===== src/rtl/xmb_pkg.sv =====
// Package: shared constants and types for the external-master burst responder.
// Assumes a 32-bit data port with four byte lanes.
package xmb_pkg;

    localparam int LANES      = 4;
    localparam int OFF_W      = $clog2(LANES);
    localparam int LINE_BEATS = 4;
    localparam int BEAT_W     = $clog2(LINE_BEATS);

    typedef enum logic [1:0] {
        SZ_LONG = 2'b00,
        SZ_BYTE = 2'b01,
        SZ_WORD = 2'b10,
        SZ_LINE = 2'b11
    } xfer_size_e;

    typedef enum logic [1:0] {
        SEQ_IDLE = 2'b00,
        SEQ_RUN  = 2'b01,
        SEQ_TAIL = 2'b10
    } seq_state_e;

endpackage


===== src/rtl/xmb_win_decode.sv =====
// Module: xmb_win_decode
// Matches an address against NWIN base/mask windows. Returns a one-hot
// selection with the lowest index taking priority, plus that window's wait count.
// Assumes: a mask bit set to 1 means the address bit is compared.
module xmb_win_decode #(
    parameter int AW   = 32,
    parameter int NWIN = 4,
    parameter int WW   = 2,
    parameter logic [NWIN*AW-1:0] BASE = '0,
    parameter logic [NWIN*AW-1:0] MASK = '0,
    parameter logic [NWIN*WW-1:0] WAIT = '0
) (
    input  logic [AW-1:0]   addr_i,
    output logic            hit_o,
    output logic [NWIN-1:0] sel_o,
    output logic [WW-1:0]   wait_o
);

    logic [NWIN-1:0] match;

    // One comparator per window.
    for (genvar gi = 0; gi < NWIN; gi++) begin : g_win
        assign match[gi] = ((addr_i ^ BASE[gi*AW +: AW]) & MASK[gi*AW +: AW]) == '0;
    end

    // Priority pick: scan high to low so the lowest matching index wins.
    always_comb begin
        sel_o  = '0;
        wait_o = '0;
        for (int i = NWIN - 1; i >= 0; i--) begin
            if (match[i]) begin
                sel_o    = '0;
                sel_o[i] = 1'b1;
                wait_o   = WAIT[i*WW +: WW];
            end
        end
        hit_o = |match;
    end

endmodule


===== src/rtl/xmb_lane_gen.sv =====
// Module: xmb_lane_gen
// Turns a size code and the low address bits into active-high byte-lane
// enables and the index of the last beat.
// Assumes: four lanes, where bit k is byte offset k.
module xmb_lane_gen
    import xmb_pkg::*;
(
    input  logic [1:0]        size_i,
    input  logic [OFF_W-1:0]  off_i,
    output logic [LANES-1:0]  be_o,
    output logic [BEAT_W-1:0] last_idx_o
);

    // Lane and burst-length selection from the size code.
    always_comb begin
        unique case (xfer_size_e'(size_i))
            SZ_BYTE: be_o = LANES'(1) << off_i;
            SZ_WORD: be_o = off_i[1] ? 4'b1100 : 4'b0011;
            default: be_o = '1;
        endcase
        last_idx_o = (xfer_size_e'(size_i) == SZ_LINE) ? BEAT_W'(LINE_BEATS - 1) : '0;
    end

endmodule


===== src/rtl/xmb_beat_seq.sv =====
// Module: xmb_beat_seq
// Rising-edge sequencer that paces the acknowledge pulses. It loads the wait
// count and the last-beat index on start. Each beat waits that many cycles
// and then gives a one-cycle low acknowledge. After the last beat it spends
// one tail cycle before going idle.
// Assumes: start_i is only raised while busy_o is low.
module xmb_beat_seq
    import xmb_pkg::*;
#(
    parameter int WW = 2
) (
    input  logic              clk,
    input  logic              rst_n,
    input  logic              start_i,
    input  logic [WW-1:0]     wait_i,
    input  logic [BEAT_W-1:0] last_idx_i,
    output logic              ta_n_o,
    output logic              busy_o
);

    seq_state_e        st;
    logic [WW-1:0]     wcnt;
    logic [WW-1:0]     wload;
    logic [BEAT_W-1:0] beat;
    logic [BEAT_W-1:0] last_idx;

    // Beat sequencing and acknowledge generation.
    always_ff @(posedge clk) begin
        if (!rst_n) begin
            st       <= SEQ_IDLE;
            ta_n_o   <= 1'b1;
            wcnt     <= '0;
            wload    <= '0;
            beat     <= '0;
            last_idx <= '0;
        end else begin
            unique case (st)
                SEQ_IDLE: begin
                    ta_n_o <= 1'b1;
                    if (start_i) begin
                        st       <= SEQ_RUN;
                        wcnt     <= wait_i;
                        wload    <= wait_i;
                        beat     <= '0;
                        last_idx <= last_idx_i;
                    end
                end
                SEQ_RUN: begin
                    if (wcnt == '0) begin
                        ta_n_o <= 1'b0;
                        wcnt   <= wload;
                        beat   <= beat + BEAT_W'(1);
                        if (beat == last_idx) begin
                            st <= SEQ_TAIL;
                        end
                    end else begin
                        ta_n_o <= 1'b1;
                        wcnt   <= wcnt - WW'(1);
                    end
                end
                default: begin
                    ta_n_o <= 1'b1;
                    st     <= SEQ_IDLE;
                end
            endcase
        end
    end

    assign busy_o = (st != SEQ_IDLE);

endmodule


===== src/rtl/xmb_strobe_drv.sv =====
// Module: xmb_strobe_drv
// Falling-edge output stage for the chip selects and byte enables. It shows
// the captured selection while the sequencer is busy and all-high otherwise.
// Assumes: busy_i and the selection come from rising-edge registers.
module xmb_strobe_drv
    import xmb_pkg::*;
#(
    parameter int NWIN = 4
) (
    input  logic             clk,
    input  logic             rst_n,
    input  logic             busy_i,
    input  logic [NWIN-1:0]  sel_i,
    input  logic [LANES-1:0] be_i,
    output logic [NWIN-1:0]  cs_n_o,
    output logic [LANES-1:0] be_n_o
);

    // Half-cycle-offset strobe registers.
    always_ff @(negedge clk) begin
        if (!rst_n) begin
            cs_n_o <= '1;
            be_n_o <= '1;
        end else if (busy_i) begin
            cs_n_o <= ~sel_i;
            be_n_o <= ~be_i;
        end else begin
            cs_n_o <= '1;
            be_n_o <= '1;
        end
    end

endmodule


===== src/rtl/xm_burst_responder.sv =====
// Module: xm_burst_responder (top)
// Serves a transfer started by a foreign bus master. It samples the request
// once at the start edge, decodes the chip-select window, drives the strobes
// on the falling edge and paces the acknowledges on the rising edge. It also
// masks the processor's own bus request and bus-driven outputs while the
// bus is held.
// Assumes: a 32-bit device port; window layout fixed by parameters.
module xm_burst_responder
    import xmb_pkg::*;
#(
    parameter int AW   = 32,
    parameter int NWIN = 4,
    parameter int WW   = 2,
    parameter logic [NWIN*AW-1:0] WIN_BASE = {32'h2000_0000, 32'h2000_0000,
                                              32'h1000_0000, 32'h0000_0000},
    parameter logic [NWIN*AW-1:0] WIN_MASK = {32'hF000_0000, 32'hFFFF_F000,
                                              32'hFFF0_0000, 32'hFFF0_0000},
    parameter logic [NWIN*WW-1:0] WIN_WAIT = {2'd3, 2'd2, 2'd1, 2'd0}
) (
    input  logic             clk,
    input  logic             rst_n,
    input  logic             hold_req_i,
    input  logic             cpu_br_i,
    input  logic             cpu_bd_i,
    input  logic             ts_n_i,
    input  logic             tip_n_i,
    input  logic             rw_i,
    input  logic [1:0]       ttype_i,
    input  logic [1:0]       size_i,
    input  logic [AW-1:0]    addr_i,
    output logic [NWIN-1:0]  cs_n_o,
    output logic [LANES-1:0] be_n_o,
    output logic             ta_n_o,
    output logic             rd_o,
    output logic             br_n_o,
    output logic             bd_n_o
);

    logic              hit;
    logic [NWIN-1:0]   sel_d;
    logic [WW-1:0]     wait_d;
    logic [LANES-1:0]  be_d;
    logic [BEAT_W-1:0] last_idx_d;
    logic              busy;
    logic              start;
    logic [NWIN-1:0]   sel_q;
    logic [LANES-1:0]  be_q;

    xmb_win_decode #(
        .AW(AW), .NWIN(NWIN), .WW(WW),
        .BASE(WIN_BASE), .MASK(WIN_MASK), .WAIT(WIN_WAIT)
    ) u_dec (
        .addr_i (addr_i),
        .hit_o  (hit),
        .sel_o  (sel_d),
        .wait_o (wait_d)
    );

    xmb_lane_gen u_lane (
        .size_i     (size_i),
        .off_i      (addr_i[OFF_W-1:0]),
        .be_o       (be_d),
        .last_idx_o (last_idx_d)
    );

    // Accept condition for a new access.
    always_comb begin
        start = !busy && !ts_n_i && !tip_n_i && hold_req_i &&
                (ttype_i == 2'b00) && hit;
    end

    // Capture of selection, lanes and direction at the accept edge.
    always_ff @(posedge clk) begin
        if (!rst_n) begin
            sel_q <= '0;
            be_q  <= '0;
            rd_o  <= 1'b0;
        end else if (start) begin
            sel_q <= sel_d;
            be_q  <= be_d;
            rd_o  <= rw_i;
        end
    end

    xmb_beat_seq #(.WW(WW)) u_seq (
        .clk        (clk),
        .rst_n      (rst_n),
        .start_i    (start),
        .wait_i     (wait_d),
        .last_idx_i (last_idx_d),
        .ta_n_o     (ta_n_o),
        .busy_o     (busy)
    );

    xmb_strobe_drv #(.NWIN(NWIN)) u_drv (
        .clk    (clk),
        .rst_n  (rst_n),
        .busy_i (busy),
        .sel_i  (sel_q),
        .be_i   (be_q),
        .cs_n_o (cs_n_o),
        .be_n_o (be_n_o)
    );

    // Own-bus outputs are suppressed while the foreign master holds the bus.
    assign br_n_o = !(cpu_br_i && !hold_req_i);
    assign bd_n_o = !(cpu_bd_i && !hold_req_i);

endmodule


===== config.mk =====
export PLATFORM = sky130hd
export DESIGN_NAME = xm_burst_responder
export DESIGN_NICKNAME = d
export VERILOG_FILES = /design/src/rtl/xmb_pkg.sv /design/src/rtl/xmb_win_decode.sv /design/src/rtl/xmb_lane_gen.sv /design/src/rtl/xmb_beat_seq.sv /design/src/rtl/xmb_strobe_drv.sv /design/src/rtl/xm_burst_responder.sv
export SDC_FILE = /design/constraint.sdc
export NUM_CORES = 1
export LEC_CHECK = 0
export CAP_MARGIN = 20
export CORE_MARGIN = 4
export CORE_UTILIZATION = 44
export DETAILED_ROUTE_END_ITERATION = 8
export PLACE_DENSITY = 0.93
export SETUP_SLACK_MARGIN = 0.2
export SYNTH_ARGS = -nofsm -noshare
export SYNTH_HDL_FRONTEND = slang
export SYNTH_SLANG_ARGS = --single-unit

===== constraint.sdc =====
create_clock -name clk -period 3.4 [get_ports clk]
set_input_delay 0.85 -clock clk [delete_from_list [all_inputs] [get_ports clk]]
set_output_delay 0.85 -clock clk [all_outputs]
set_load 0.03 [all_outputs]

==> flow_metrics.env <==
export IMPL_tightest_slew_ps=774.2
export IMPL_dieArea_sq_um=3787
export IMPL_synth_area_leader_cell="dfxtp_1"
export IMPL_crit_chain="buf_6"
export IMPL_grt_max_degree=17
export IMPL_yosys_warnings=0
export IMPL_placed_cell_area_sq_um=1729
export IMPL_grt_usage_pct=18.83
export IMPL_drc=0
export IMPL_cts_tree="done"
export IMPL_cap_violations=0
export IMPL_hold_buffers=0
export IMPL_n_fill_cell=239
export IMPL_hold_violations=0
export IMPL_max_stage_delay_ps=310
export IMPL_ys_ff_latch=27
export IMPL_grt_overflow=0
export IMPL_synth_top_cell_area_share_pct=42.86
export IMPL_p_per_area_nw_per_um2=314.3
export IMPL_synthArstFlopShare_pct=0
export IMPL_whs_ps=493.0
export IMPL_synth_cells=142
export IMPL_diodes=0
export IMPL_gp_congestion=0.8311
export IMPL_hp_class="register to register"
export IMPL_io_pin_count=56
export IMPL_wirelength_um=3232
export IMPL_critical_path_buf_inv_count=1
export IMPL_areaGrowthSynthToFinish_pct=45.24
export IMPL_final_max_slew_viol_count=0
export IMPL_drt_pass1_iterations=4
export IMPL_dp_hpwl_um=2518
export IMPL_peakVddDrop_mv=0.2570
export IMPL_routedWlPerCell_um=14.18
export IMPL_status="complete, no violations"
export IMPL_nNetsFinal=245
export IMPL_max_clock_path_buffers=2
export IMPL_startpoint_type="register"
export IMPL_dpl_worst_slack_ps=-245.7
export IMPL_post_synth_instance_area_sq_um=1261
export IMPL_synth_most_common_cell="dfxtp_1"
export IMPL_drt_first_iter_violations=32
export IMPL_place_inst=217
export IMPL_relSlewSlack_pct=47.66
export IMPL_clock_latency_ps=400
export IMPL_post_cts_buffers=0
export IMPL_ys_types=42
export IMPL_critPathSlowestCell="dfxtp_2"
export IMPL_postRouteAntennaNets=0
export IMPL_drive_above_1_share_pct=19.80
export IMPL_synth_seq_area_share_pct=42.86
export IMPL_final_cell_area_sq_um=1832
export IMPL_avgSynthCellArea_sq_um=8.882
export IMPL_die_x_um=61.54
export IMPL_final_cells=228
export IMPL_core_sq_um=2758
export IMPL_vias=1321
export IMPL_leakagePower_uw=0.0006461
export IMPL_synth_area_leaders="dfxtp_1, nand2_1, a21oi_1, o21ai_1, ha_1"
export IMPL_synth_ff_type="dfxtp_1"
export IMPL_start_util_pct=45.74
export IMPL_path_clk_slew_ps=160
export IMPL_path_class="register to primary output"
export IMPL_crit_family="flip-flops"
export IMPL_setup_violations=0
export IMPL_row_count=19
export IMPL_antenna_found_initial=0
export IMPL_clock_sinks=27
export IMPL_cts_made_buffers=3
export IMPL_grt_pass1_vias=1273
export IMPL_clock_skew_ps=73.75
export IMPL_grt_pass1_wl_um=5388
export IMPL_port_buffer_count=45
export IMPL_die_y_um=61.54
export IMPL_yosys_top_cells_count="dfxtp_1, nand2_1, a21oi_1"
export IMPL_cp_required_ps=2550
export IMPL_h_tree_depth=1
export IMPL_rsz0062_at_grt="true"
export IMPL_crit_fanout=1
export IMPL_syn_nets=189
export IMPL_final_critical_path_setup_slack_ps=12.90
export IMPL_synth_edff_count=0
export IMPL_arrival_ps=2540
export IMPL_vias_per_cell=5.794
export IMPL_cp_end_kind="primary output"
export IMPL_cts_root_buf="clkbuf_4"
per-layer routing:
layer  global-route usage [%]  part of all wire (%)
met1                    23.06                    39
met2                    33.03                    52
met3                    2.096                   6.3
met4                    8.182                   2.1
met5                        0                     0
cell families after synthesis:
family,share of synthesized area (%)
AO/OA/AOI/OAI,23.22
adder cells (fa/ha/maj),2.977
buffers and inverters,4.167
flip-flops,42.86
AND/OR/NAND/NOR,26.79
sequential cells by signal, indices dropped and copies added (netlist names):
name / flops
be_q: 4
sel_q: 4
u_drv.be_n_o: 4
u_drv.cs_n_o: 4
u_seq.beat: 2
u_seq.st: 2
u_seq.wcnt: 2
u_seq.wload: 2
rd_o: 1
u_seq.last_idx: 1
u_seq.ta_n_o: 1
path summary, 6_finish.rpt:
check / startpoint / endpoint / slack [ps] / depth (start not counted)
max reg2reg: u_seq.st[1]$_SDFFE_PN0P_ / u_drv.cs_n_o[2]$_SDFF_NN1_ / 830 / 3
min: be_q[3]$_SDFFE_PN0P_ / be_q[3]$_SDFFE_PN0P_ / 490 / 2
min reg2reg: be_q[3]$_SDFFE_PN0P_ / be_q[3]$_SDFFE_PN0P_ / 490 / 2
max: u_drv.cs_n_o[3]$_SDFF_NN1_ / cs_n_o[3] / 10 / 1
worst register-to-register path: stages (launching register included):
cell	delay (ps)
dfxtp_1	430
nor2_1	100
nor2_4	200
nand2_1	90
power by group:
part	switching, uW	total (uW)	internal (uW)
Clock	122	181	58.8
Sequential	0.230	317	317
Combinational	31.4	77.7	46.2
Total	154	576	422
through the flow:
stage | power [uW] | TNS (ps) | utilization, %
after floorplan | 365.1 | 0 | -
after global placement | 414.1 | -1587 | 62.70
after detailed placement | 417.1 | -1884 | 62.70
after CTS | 575.9 | 0 | 66.42
after global routing | 603.5 | -115.5 | 66.42
final | 575.8 | 0 | 66.42
final cells by class:
type	count	area, sq um	area share [%]
clock buffer	3	22.52	1.230
clock inverter	9	38.79	2.117
inverter	6	22.52	1.230
multi-input combinational	104	675.6	36.89
sequential	27	550.5	30.05
tap	31	38.79	2.117
timing repair buffer	48	483.0	26.37
cells in the final DEF (no fill, tap or decap), types with 2 or more instances in the layout:
| master | instances |
|---|---|
| nor4_1 | 4 |
| nand3_1 | 7 |
| nor3_1 | 5 |
| buf_4 | 3 |
| inv_1 | 13 |
| o32ai_1 | 3 |
| or4_4 | 3 |
| clkbuf_4 | 3 |
| nand2b_1 | 4 |
| ha_1 | 3 |
| nor2_2 | 2 |
| clkdlybuf4s50_1 | 37 |
| dfxtp_2 | 8 |
| dfxtp_1 | 19 |
| buf_6 | 8 |
| nand2_1 | 17 |
| o21ai_0 | 4 |
| nor2b_1 | 2 |
| a21oi_1 | 12 |
| o21ai_1 | 8 |
| nor2_1 | 6 |
| a31oi_1 | 2 |
repair_timing:
action                                 in CTS  in global routing
pin swaps                                   0                  1
setup endpoints to repair                  16                 16
gates resized for setup                    17                  1
endpoints found under the hold margin       0                  0
Power figures use the tool's default switching activity.
